==> src/rtl/wordrx_pkg.sv <==
package wordrx_pkg;
  localparam int OUT_W = 16;

  typedef struct packed {
    logic startWord;
    logic shiftBit;
    logic finishWord;
    logic timeoutHit;
    logic clearOut;
  } rxCtrlT;
endpackage

==> src/rtl/wordrx_ctrl.sv <==
module wordrx_ctrl
  import wordrx_pkg::*;
#(
  parameter int WORD_BITS      = 20,
  parameter int TIMEOUT_CYCLES = 100000,
  parameter int HOLDOFF_CYCLES = 300
) (
  input  logic   clk,
  input  logic   rstN,
  input  logic   bitStrobe,
  input  logic   bitData,
  input  logic   hostClear,
  output rxCtrlT ctrl,
  output logic   rxBusy
);
  localparam int IDX_W  = $clog2(WORD_BITS);
  localparam int TIME_W = $clog2(TIMEOUT_CYCLES + 1);
  localparam int HOLD_W = $clog2(HOLDOFF_CYCLES + 1);

  logic              busyQ;
  logic [IDX_W-1:0]  bitIdx;
  logic [TIME_W-1:0] timeCnt;
  logic [HOLD_W-1:0] holdCnt;
  logic              clrPending;
  logic              lastBit;
  logic              timeLimit;
  logic              inhibit;

  always_comb begin
    lastBit         = (bitIdx == IDX_W'(WORD_BITS - 1));
    timeLimit       = busyQ && (timeCnt == TIME_W'(TIMEOUT_CYCLES - 1));
    inhibit         = busyQ || (holdCnt != '0) || bitStrobe;
    ctrl.startWord  = !busyQ && bitStrobe && bitData;
    ctrl.finishWord = busyQ && bitStrobe && lastBit;
    ctrl.timeoutHit = timeLimit && !ctrl.finishWord;
    ctrl.shiftBit   = busyQ && bitStrobe && !lastBit && !timeLimit;
    ctrl.clearOut   = (hostClear || clrPending) && !inhibit;
  end

  always_ff @(posedge clk or negedge rstN) begin
    if (!rstN) begin
      busyQ   <= 1'b0;
      bitIdx  <= '0;
      timeCnt <= '0;
    end else begin
      if (ctrl.startWord) begin
        busyQ   <= 1'b1;
        bitIdx  <= IDX_W'(1);
        timeCnt <= '0;
      end else begin
        if (ctrl.finishWord || ctrl.timeoutHit) busyQ <= 1'b0;
        if (ctrl.shiftBit) bitIdx <= bitIdx + IDX_W'(1);
        if (busyQ) timeCnt <= timeCnt + TIME_W'(1);
      end
    end
  end

  // Retriggerable hold-off: every bit cell restarts it.
  always_ff @(posedge clk or negedge rstN) begin
    if (!rstN) begin
      holdCnt    <= '0;
      clrPending <= 1'b0;
    end else begin
      if (bitStrobe) holdCnt <= HOLD_W'(HOLDOFF_CYCLES);
      else if (holdCnt != '0) holdCnt <= holdCnt - HOLD_W'(1);

      if (ctrl.clearOut) clrPending <= 1'b0;
      else if (hostClear && inhibit) clrPending <= 1'b1;
    end
  end

  assign rxBusy = busyQ;
endmodule

==> src/rtl/wordrx_dp.sv <==
module wordrx_dp
  import wordrx_pkg::*;
#(
  parameter int CHAN_W  = 6,
  parameter int DIGIT_W = 4,
  parameter int DIGITS  = 3
) (
  input  logic             clk,
  input  logic             rstN,
  input  logic             bitData,
  input  rxCtrlT           ctrl,
  output logic [OUT_W-1:0] statusWord,
  output logic [OUT_W-1:0] dataWord,
  output logic             dataReady,
  output logic             dataValid
);
  localparam int NUM_W     = DIGITS * DIGIT_W;
  localparam int DATA_BITS = CHAN_W + NUM_W;
  localparam int PE_POS    = OUT_W - 1;
  localparam int TE_POS    = OUT_W - 2;

  logic [DATA_BITS-1:0] shiftQ;
  logic                 parAcc;
  logic [OUT_W-1:0]     statusNext;
  logic [OUT_W-1:0]     dataNext;
  logic [NUM_W-1:0]     digitField;

  // Digits are packed in arrival order, most significant group first.
  for (genvar g = 0; g < DIGITS; g++) begin : g_digit
    assign digitField[g*DIGIT_W +: DIGIT_W] = shiftQ[g*DIGIT_W +: DIGIT_W];
  end

  always_comb begin
    statusNext                 = '0;
    statusNext[PE_POS]         = parAcc ^ bitData;
    statusNext[CHAN_W-1:0]     = shiftQ[DATA_BITS-1 -: CHAN_W];
    dataNext                   = '0;
    dataNext[NUM_W-1:0]        = digitField;
  end

  always_ff @(posedge clk or negedge rstN) begin
    if (!rstN) begin
      shiftQ <= '0;
      parAcc <= 1'b0;
    end else if (ctrl.startWord) begin
      shiftQ <= '0;
      parAcc <= 1'b1;
    end else if (ctrl.shiftBit) begin
      shiftQ <= {shiftQ[DATA_BITS-2:0], bitData};
      parAcc <= parAcc ^ bitData;
    end
  end

  always_ff @(posedge clk or negedge rstN) begin
    if (!rstN) begin
      statusWord <= '0;
      dataWord   <= '0;
      dataReady  <= 1'b0;
      dataValid  <= 1'b0;
    end else begin
      dataValid <= ctrl.finishWord || ctrl.timeoutHit;
      if (ctrl.finishWord) begin
        statusWord <= statusNext;
        dataWord   <= dataNext;
        dataReady  <= 1'b1;
      end else if (ctrl.timeoutHit) begin
        statusWord         <= '0;
        statusWord[TE_POS] <= 1'b1;
        dataWord           <= '0;
        dataReady          <= 1'b1;
      end else if (ctrl.clearOut) begin
        statusWord <= '0;
        dataWord   <= '0;
        dataReady  <= 1'b0;
      end
    end
  end
endmodule

==> src/rtl/serial_word_rx.sv <==
module serial_word_rx
  import wordrx_pkg::*;
#(
  parameter int CHAN_W         = 6,
  parameter int DIGIT_W        = 4,
  parameter int DIGITS         = 3,
  parameter int TIMEOUT_CYCLES = 100000,
  parameter int HOLDOFF_CYCLES = 300
) (
  input  logic        clk,
  input  logic        rstN,
  input  logic        bitStrobe,
  input  logic        bitData,
  input  logic        hostClear,
  output logic [15:0] statusWord,
  output logic [15:0] dataWord,
  output logic        dataReady,
  output logic        dataValid,
  output logic        rxBusy
);
  localparam int WORD_BITS = CHAN_W + DIGITS * DIGIT_W + 2;

  rxCtrlT ctrl;

  wordrx_ctrl #(
    .WORD_BITS(WORD_BITS),
    .TIMEOUT_CYCLES(TIMEOUT_CYCLES),
    .HOLDOFF_CYCLES(HOLDOFF_CYCLES)
  ) ctrl_i (
    .clk(clk), .rstN(rstN), .bitStrobe(bitStrobe), .bitData(bitData),
    .hostClear(hostClear), .ctrl(ctrl), .rxBusy(rxBusy)
  );

  wordrx_dp #(
    .CHAN_W(CHAN_W), .DIGIT_W(DIGIT_W), .DIGITS(DIGITS)
  ) dp_i (
    .clk(clk), .rstN(rstN), .bitData(bitData), .ctrl(ctrl),
    .statusWord(statusWord), .dataWord(dataWord),
    .dataReady(dataReady), .dataValid(dataValid)
  );
endmodule

==> config.mk <==
export PLATFORM = sky130hd
export DESIGN_NAME = serial_word_rx
export DESIGN_NICKNAME = d
export VERILOG_FILES = /design/src/rtl/wordrx_pkg.sv /design/src/rtl/wordrx_ctrl.sv /design/src/rtl/wordrx_dp.sv /design/src/rtl/serial_word_rx.sv
export SDC_FILE = /design/constraint.sdc
export NUM_CORES = 1
export LEC_CHECK = 0
export ABC_AREA = 1
export BUFFER_PORTS_ARGS = -buffer_cell sky130_fd_sc_hd__buf_2
export CAP_MARGIN = 20
export CELL_PAD_IN_SITES_DETAIL_PLACEMENT = 1
export CELL_PAD_IN_SITES_GLOBAL_PLACEMENT = 2
export CORE_MARGIN = 5
export CORE_UTILIZATION = 32
export CTS_CLUSTER_DIAMETER = 40
export CTS_CLUSTER_SIZE = 12
export DETAILED_ROUTE_END_ITERATION = 8
export GPL_TIMING_DRIVEN = 1
export PLACE_DENSITY = 0.83
export SYNTH_ARGS = -nofsm -noshare
export SYNTH_HDL_FRONTEND = slang
export SYNTH_HIERARCHICAL = 1
export SYNTH_SLANG_ARGS = --single-unit
==> constraint.sdc <==
create_clock -name clk -period 1.64 [get_ports clk]
set_input_delay 0.492 -clock clk [delete_from_list [all_inputs] [get_ports clk]]
set_output_delay 0.492 -clock clk [all_outputs]
set_load 0.01 [all_outputs]
# Word level (Yosys, flattened, before mapping)

Cells that the tools add are included.

Register bits after elaboration: 86
Bits of input ports: 5
Output and inout bits: 35
Word-level logic and storage cells: 65

$add $sub $neg: 3
Equality and inequality tests: 2
Mux-type cells: 22
Bitwise operators: 1
Reduce and logical (&&, ||, !) cells: 26

Operators by type and width:

| cell                                                                | count |
|---|---|
| 16-bit two-way mux                                                  | 5 |
| 18-bit two-way mux                                                  | 2 |
| 17-bit two-way mux                                                  | 2 |
| 9-bit two-way mux                                                   | 2 |
| 17-bit by 1-bit adder with 17-bit output (second input constant)    | 1 |
| 17-bit == test (second input constant)                              | 1 |
| 1-bit logical AND                                                   | 10 |
| 5-bit two-way mux                                                   | 2 |
| 2-bit nonzero test                                                  | 5 |
| 1-bit two-way mux                                                   | 9 |
| 9-bit nonzero test                                                  | 1 |
| 9-bit by 1-bit subtractor with 9-bit output (second input constant) | 1 |
| 5-bit by 1-bit adder with 5-bit output (second input constant)      | 1 |
| 5-bit == test (second input constant)                               | 1 |
| 1-bit logical NOT                                                   | 5 |
| 1-bit logical OR                                                    | 4 |
| 3-bit nonzero test                                                  | 1 |
| 1-bit XOR                                                           | 1 |

# Logic depth before layout (Yosys ltp)

Gate-level depths: netlist (run 1).

Depth in word-level cells: 8
Gate-level depth with buffers: 12
Depth with buffers taken out: 11

# Cells and area by module

Netlist (run 1), hierarchy kept.

By module, submodules not included:

| module      | instances | cells each | area an instance (µm²) | sequential area each (µm²) |
|---|---|---|---|---|
| wordrx_ctrl | 1         | 245        | 1,935.6                | 825.8 |
| wordrx_dp   | 1         | 191        | 1,744.2                | 1,026.0 |

# Worst setup path before layout (run 1)

Ideal clock, no wire load.

Path type: register to register
From: reg ctrl_i.holdCnt[0]
To: reg dp_i.statusWord[15]
Library setup time: 0.117 ns
Arrival: 1.655 ns
Required time: 1.523 ns
Slack: -0.132 ns
Cell stages (with the launch flop): 11
Buffers on the path: 1
Clock period less this slack: 1.772 ns
Path through: dfrtp_1 > inv_1 > ha_1 > nand3_2 > nor3_4 > nand2_4 > nor3_1 > inv_1 > buf_2 > nand3_1 > nand2_1

RTL lines:

| element                | RTL line          | source |
|---|---|---|
| from (decl)            | wordrx_ctrl.sv:23 | `logic [HOLD_W-1:0] holdCnt;` |
| from (signal assigned) | wordrx_ctrl.sv:64 | `if (bitStrobe) holdCnt <= HOLD_W'(HOLDOFF_CYCLES);` |
| from (signal assigned) | wordrx_ctrl.sv:65 | `else if (holdCnt != '0) holdCnt <= holdCnt - HOLD_W'(1);` |
| to (signal assigned)   | wordrx_dp.sv:63   | `statusWord <= statusNext;` |
| to (decl)              | wordrx_dp.sv:12   | `output logic [OUT_W-1:0] statusWord,` |

==> flow_metrics.py, run 1 <==
metrics = {
    "worst_setup_path": {
        "worst-path-max-fanout": 5,
        "r2r_start": "ctrl_i/bitIdx[0]$_DFFE_PN0P_",
        "cp-end-kind": "register",
        "critical_path_class": "reg2reg",
        "regToRegSetupSlack_ns": -0.07,
        "arrival_ns": 1.98,
        "startpoint_type": "register",
        "timing.rr.end": "dp_i/statusWord[2]$_DFFE_PN0P_",
        "critPathRequiredTime_ns": 1.91,
        "ff2ff_path_depth": 10,
    },
    "power_and_ir_drop": {
        "peakVddDrop_mv": 0.561,
        "powerDensity_mw_per_mm2": 1180,
        "p_total_mw": 5.79,
        "p_leak_nw": 2.61,
    },
    "timing": {
        "setup_viol_count_final": 20,
        "post-route-period-util": 1.04,
        "hold_viol": 0,
        "clock.fmax_mhz": 586,
        "maxSlewViolCount": 0,
        "rsz0062_at_grt": "yes",
        "finClkSkew_ns": 0.00647,
        "finalWorstSetupSlack_ns": -0.0678,
        "layout_min_cycle_time_ns": 1.71,
    },
    "floorplan": {
        "ios": 40,
        "start_util": 0.325,
        "rows": 39,
        "die-area_mm2": 0.0137,
        "coreArea_mm2": 0.0113,
        "die_w_um": 117,
        "die_h_um": 117,
    },
    "grt": {
        "grt_pass1_wl_mm": 15.7,
        "grt.met1_usage": 0.192,
        "top_usage_layer": "met2",
        "met2_usage": 0.241,
        "grt_max_degree": 29,
        "overflow": 0,
        "first_global_vias": 3277,
        "groute.usage.overall": 0.147,
        "grtUsageMet3": 0.0247,
        "antenna_found_initial": 0,
    },
    "placement": {
        "place.gp.congestion": 0.805,
        "io_buffers": 27,
        "dpl.hpwl_mm": 6.68,
        "place_ws_ns": -0.122,
    },
    "logic_synthesis": {
        "syn_area_per_cell_um2": 8.44,
        "ys_ff_latch": 74,
        "ys_types": 34,
        "yosys-top-cells-area": "dfrtp_1 (50%), nand2_1 (12%), nand3_1 (7.6%)",
        "ys_seq_area_frac": 0.503,
        "synth_area_leader_cell": "dfrtp_1",
        "syn_area_mm2": 0.00368,
        "synthCells": 436,
        "synth_top_area_frac": 0.503,
        "yosys_warnings": 6,
    },
    "outcome": {
        "violations": "setup timing",
        "status": "finished with violations",
    },
    "routing": {
        "drt_iter0_drc": 250,
        "ant_nets": 0,
        "post_drt_wl_per_cell_um": 15.3,
        "route.detailed.vias_per_inst": 4.79,
        "drtPass1Iterations": 4,
        "wirelength_mm": 10.3,
        "drc": 0,
        "vias": 3205,
    },
    "final_layout": {
        "area_growth_pct": 32.8,
        "drive_above_1_share": 0.310,
        "num-nets-final": 529,
        "ff_latch_area_mm2": 0.00185,
        "nFillCells": 1357,
        "multi_input_area_mm2": 0.00166,
        "final_cell_mix": "nand2_1 (118), dfrtp_1 (73), buf_4 (51), nand3_1 (45), inv_1 (34)",
        "antennaDiodeCount": 0,
        "layout_commonest_cell": "nand2_1",
    },
    "clock_network": {
        "ctsHoldBuffers": 0,
        "cts_buffers": 9,
        "htreeDepth": 3,
        "clock_sinks": 74,
        "cts_buffer_depth": 2,
        "cts_tree": "yes",
        "clk_pin_slew_worst_paths_ns": 0.06,
        "root_buffer": "clkbuf_16",
        "clock_latency_ns": 0.33,
    },
    "min_path": {
        "min_path_type": "in2async",
    },
    "flow_run": {
        "max_cap_violations": 0,
    },
}
registers in the layout, indices dropped and copies added (netlist names), 5 cells and up:
| name | cells |
|---|---|
| dp_i/shiftQ | 18 |
| dp_i/dataWord | 12 |
| dp_i/statusWord | 8 |
| ctrl_i/holdCnt | 9 |
| ctrl_i/bitIdx | 5 |
| ctrl_i/timeCnt | 17 |
metal layers:
layer | vias to the layer above | part of all wire
li1 | 1556 | -
met1 | 1585 | 0.45
met2 | 49 | 0.50
met3 | 15 | 0.031
met4 | 0 | 0.018
met5 | - | 0
layout make-up:
type,instances,share of cell area
Sequential cell,74,0.379
Inverter,44,0.0353
Timing Repair Buffer,89,0.148
Tap cell,143,0.0366
Clock buffer,10,0.0468
Multi-Input combinational cell,303,0.340
Clock inverter,6,0.0138
per-stage QoR:
stage,hold slack [ns],std cells,TNS (ns),utilization,cell area (um^2)
after floorplan,0.196,447,-0.00774,-,3740
after global placement,0.453,638,-0.809,0.375,4250
after detailed placement,0.462,638,-3.27,0.375,4250
after CTS,0.104,659,0,0.408,4620
after global routing,0.122,669,-3.04,0.432,4890
final,0.0969,669,-0.667,0.432,4890
cells in the mapped netlist:
library cell,number
buf_4,17
nand4_2,1
o21bai_1,1
nor3_1,5
buf_6,4
a21oi_1,12
inv_1,40
xor2_1,4
buf_2,5
conb_1,1
dfrtp_1,74
nor2_8,1
nand2_4,4
o21bai_2,1
a211oi_1,1
o21ai_0,12
nand2_2,4
nor3_4,1
o21ai_1,4
nor2_1,29
nor3_2,1
a21oi_2,1
nor2b_1,1
nor2_4,4
ha_1,3
nand3_2,3
inv_2,4
nand3_1,56
nand4_1,14
xnor2_1,1
nor2_2,4
nand2_1,121
a21o_1,1
nor4_1,1
report_power, final:
| group | internal (mW) | leakage (nW) | total (mW) | switching (mW) |
|---|---|---|---|---|
| logic | 0.619 | 1.50 | 1.43 | 0.811 |
| clock network | 1.18 | 0.139 | 1.97 | 0.788 |
| registers | 2.13 | 0.966 | 2.39 | 0.266 |
| total | 3.93 | 2.61 | 5.79 | 1.87 |
critical path, stage by stage (launching register included):
cell       delay [ns]
dfrtp_1          0.36
ha_2             0.19
nand3_2          0.09
nor2_4           0.14
nand3_2          0.09
inv_2            0.11
nor3_4           0.05
nor2_4           0.27
clkbuf_16        0.22
nand3_2          0.06
nand2_1          0.07
kinds of logic (layout without fill, tap and decap cells):
family,Yosys count,count (layout),share of synthesized area
simple gates,250,250,0.325
flops,74,74,0.503
buf+inv,70,149,0.0986
compound gates,33,33,0.0496
xor+xnor,5,5,0.0119
fa+ha+maj,3,3,0.0102
other cells,1,12,0.00102
worst max-delay path by stage:
stage,startpoint,to,slack (ns),depth (start not counted)
finish,ctrl_i/bitIdx[0]$_DFFE_PN0P_,dp_i/statusWord[2]$_DFFE_PN0P_,-0.07,10
CTS,ctrl_i/timeCnt[0]$_DFFE_PN0P_,dp_i/statusWord[15]$_DFFE_PN0P_,0.004,11
floorplan,ctrl_i/timeCnt[0]$_DFFE_PN0P_,dp_i/parAcc$_DFFE_PN0P_,-0.008,12
global route,ctrl_i/bitIdx[0]$_DFFE_PN0P_,dp_i/statusWord[5]$_DFFE_PN0P_,-0.18,10
detailed placement,ctrl_i/timeCnt[1]$_DFFE_PN0P_,dp_i/statusWord[15]$_DFFE_PN0P_,-0.12,11
global placement,ctrl_i/timeCnt[1]$_DFFE_PN0P_,dp_i/statusWord[15]$_DFFE_PN0P_,-0.05,11
what timing repair did:
action / CTS / global route
endpoints found under the setup margin: 38 / 41
pin swaps: 2 / 16
gates cloned: 0 / 4
buffers inserted: 5 / 7
gates resized for setup: 6 / 40
No activity file was read; power rests on OpenSTA's default activity.
==> inputs of run 2 (changes only) <==
--- a/config.mk
+++ b/config.mk
@@ -11,12 +11,12 @@
 export CELL_PAD_IN_SITES_DETAIL_PLACEMENT = 1
 export CELL_PAD_IN_SITES_GLOBAL_PLACEMENT = 2
 export CORE_MARGIN = 5
-export CORE_UTILIZATION = 32
+export CORE_UTILIZATION = 38
 export CTS_CLUSTER_DIAMETER = 40
 export CTS_CLUSTER_SIZE = 12
 export DETAILED_ROUTE_END_ITERATION = 8
 export GPL_TIMING_DRIVEN = 1
-export PLACE_DENSITY = 0.83
+export PLACE_DENSITY = 0.91
 export SYNTH_ARGS = -nofsm -noshare
 export SYNTH_HDL_FRONTEND = slang
 export SYNTH_HIERARCHICAL = 1
==> constraint.sdc (replaced) <==
create_clock -name clk -period 2.15 [get_ports clk]
set_input_delay 0.645 -clock clk [delete_from_list [all_inputs] [get_ports clk]]
set_output_delay 0.645 -clock clk [all_outputs]
set_load 0.01 [all_outputs]
==> run 2 against run 1 <==
- largest power group unchanged
- combinational power shrank 44%
- first-iteration DRC count fell by 57%
- worst hold slack better by 0.065 ns
- routed wire length fell by 15%
- non-clock buffer count down 48
- critical path depth is 1 higher
- the run now ends clean
- clock skew up 0.0055 ns
- die area shrank 14%
==> flow_metrics.py, run 2 (synthesis results as in run 1) <==
metrics = {
    "outcome": {
        "status": "complete, no violations",
    },
    "timing": {
        "rsz0062_at_grt": "no",
        "hold_viol": 0,
        "layout_min_cycle_time_ns": 1.97,
        "maxSlewViolCount": 0,
        "hold_ws_ns": 0.162,
        "finClkSkew_ns": 0.0120,
        "post-route-period-util": 0.916,
        "tns_ns": 0,
        "setup_viol_count_final": 0,
        "clock.fmax_mhz": 508,
    },
    "grt": {
        "overflow": 0,
        "antenna_found_initial": 0,
        "grt_max_degree": 41,
        "grt_pass1_wl_mm": 14.7,
        "groute.usage.overall": 0.158,
        "first_global_vias": 3096,
    },
    "power_and_ir_drop": {
        "p_leak_nw": 2.28,
        "peakVddDrop_mv": 0.340,
        "powerDensity_mw_per_mm2": 902,
    },
    "routing": {
        "post_drt_wl_per_cell_um": 14.3,
        "vias": 2985,
        "route.detailed.vias_per_inst": 4.88,
        "drt_iter0_drc": 107,
        "drtPass1Iterations": 4,
        "ant_nets": 0,
        "drc": 0,
        "wirelength_mm": 8.76,
    },
    "floorplan": {
        "ios": 40,
        "die_w_um": 108,
        "rows": 36,
        "coreArea_mm2": 0.00959,
        "die-area_mm2": 0.0118,
        "die_h_um": 108,
        "start_util": 0.384,
    },
    "final_layout": {
        "antennaDiodeCount": 0,
        "nFillCells": 1156,
        "reg.largest.list": "dp_i/shiftQ: 18 flops, ctrl_i/timeCnt: 17 flops, dp_i/dataWord: 12 flops",
        "final_cell_mix": "nand2_1 (121), dfrtp_1 (74), nand3_1 (56), inv_1 (39), nor2_1 (29)",
        "layout_commonest_cell": "nand2_1",
        "multi_input_area_mm2": 0.00153,
        "area_growth_pct": 14.0,
        "regMostFlops": "dp_i/shiftQ",
        "ff_latch_area_mm2": 0.00185,
        "num-nets-final": 482,
        "drive_above_1_share": 0.186,
        "largest_reg_flops": 18,
    },
    "worst_setup_path": {
        "cp_slowest_cell": "dfrtp_1",
        "slowest_delay_ns": 0.40,
        "ff2ff_path_depth": 11,
        "critPathRequiredTime_ns": 2.44,
        "path_common_cell": "nand2_1",
        "arrival_ns": 2.26,
        "startpoint_type": "register",
        "critical_path_class": "reg2reg",
        "cp-end-kind": "register",
        "worst-path-max-fanout": 16,
        "path_cells": "ha_1 -> nand2_1 -> inv_1 -> nand2_2 -> nor2_2 -> nand2_2 -> nand2_4 -> inv_2 -> nor2_4 -> nand2_1 -> nand2_1",
        "crit_path_start": "ctrl_i/timeCnt[0]$_DFFE_PN0P_",
        "r2r_start": "ctrl_i/timeCnt[0]$_DFFE_PN0P_",
    },
    "clock_network": {
        "cts_buffers": 9,
        "clock_latency_ns": 0.36,
        "cts_buffer_depth": 2,
        "clk_pin_slew_worst_paths_ns": 0.09,
        "htreeDepth": 3,
        "ctsHoldBuffers": 0,
        "cts_tree": "yes",
        "root_buffer": "clkbuf_8",
        "clock_sinks": 74,
    },
    "placement": {
        "io_buffers": 27,
        "place.gp.congestion": 0.770,
        "dpl.hpwl_mm": 6.23,
    },
    "min_path": {
        "min_path_type": "in2async",
    },
    "flow_run": {
        "max_cap_violations": 0,
    },
}
## run 2: what timing repair did
action,in CTS,in global routing
gates cloned,0,1
setup buffers,0,1
endpoints found under the setup margin,21,21
resized for setup,1,4
pin swaps,0,2
## run 2: cell type report
cell class | count | share of cell area
clock buffer | 9 | 0.0295
clock inverter | 7 | 0.0203
inverter | 44 | 0.0394
multi-input combinational | 304 | 0.366
sequential | 74 | 0.442
tap | 133 | 0.0397
timing repair buffer | 41 | 0.0638
## run 2: worst paths after layout
check                                                      end  slack, ns
worst max-delay path                dp_i/shiftQ[3]$_DFFE_PN0P_       0.18
worst min-delay path            ctrl_i/timeCnt[16]$_DFFE_PN0P_       0.16
worst max register to register      dp_i/shiftQ[3]$_DFFE_PN0P_       0.18
worst min register to register      dp_i/dataReady$_DFFE_PN0P_       0.48
max in group asynchronous         dp_i/dataWord[6]$_DFFE_PN0P_       1.45
min in group clk                    dp_i/dataReady$_DFFE_PN0P_       0.48
## run 2: report_power, final
group / leakage (nW) / internal (mW) / switching, mW / total (mW)
Clock: 0.106 / 0.558 / 0.588 / 1.15
Sequential: 0.967 / 1.62 / 0.221 / 1.84
Combinational: 1.21 / 0.303 / 0.496 / 0.799
Total: 2.28 / 2.48 / 1.30 / 3.78
## run 2: through the flow
stage | total power [mW] | util | setup WS, ns | instances | cell area, um^2
finish | 3.78 | 0.437 | 0.181 | 612 | 4190
global route | 4.05 | 0.437 | 0.0196 | 612 | 4190
CTS | 3.83 | 0.433 | 0.0188 | 610 | 4150
detailed placement | 2.67 | 0.410 | -0.129 | 594 | 3940
global placement | 2.61 | 0.410 | 0.0481 | 594 | 3940
floorplan | 2.40 | - | 0.378 | 447 | 3720
## run 2: critical path, delay by kind of cell (launching register included)
kind,cells,cell delay (ns)
adders and majority gates,1,0.23
and+or+nand+nor,8,1.06
buffers and inverters,2,0.20
DFF,1,0.40
## run 2: routing by layer
| layer | global-route usage | share of wire | vias to the layer above |
|---|---|---|---|
| met5 | 0 | 0 | - |
| met2 | 0.270 | 0.51 | 36 |
| met4 | 0.0487 | 0.0095 | 0 |
| met1 | 0.202 | 0.45 | 1480 |
| li1 | - | - | 1462 |
| met3 | 0.0316 | 0.025 | 7 |
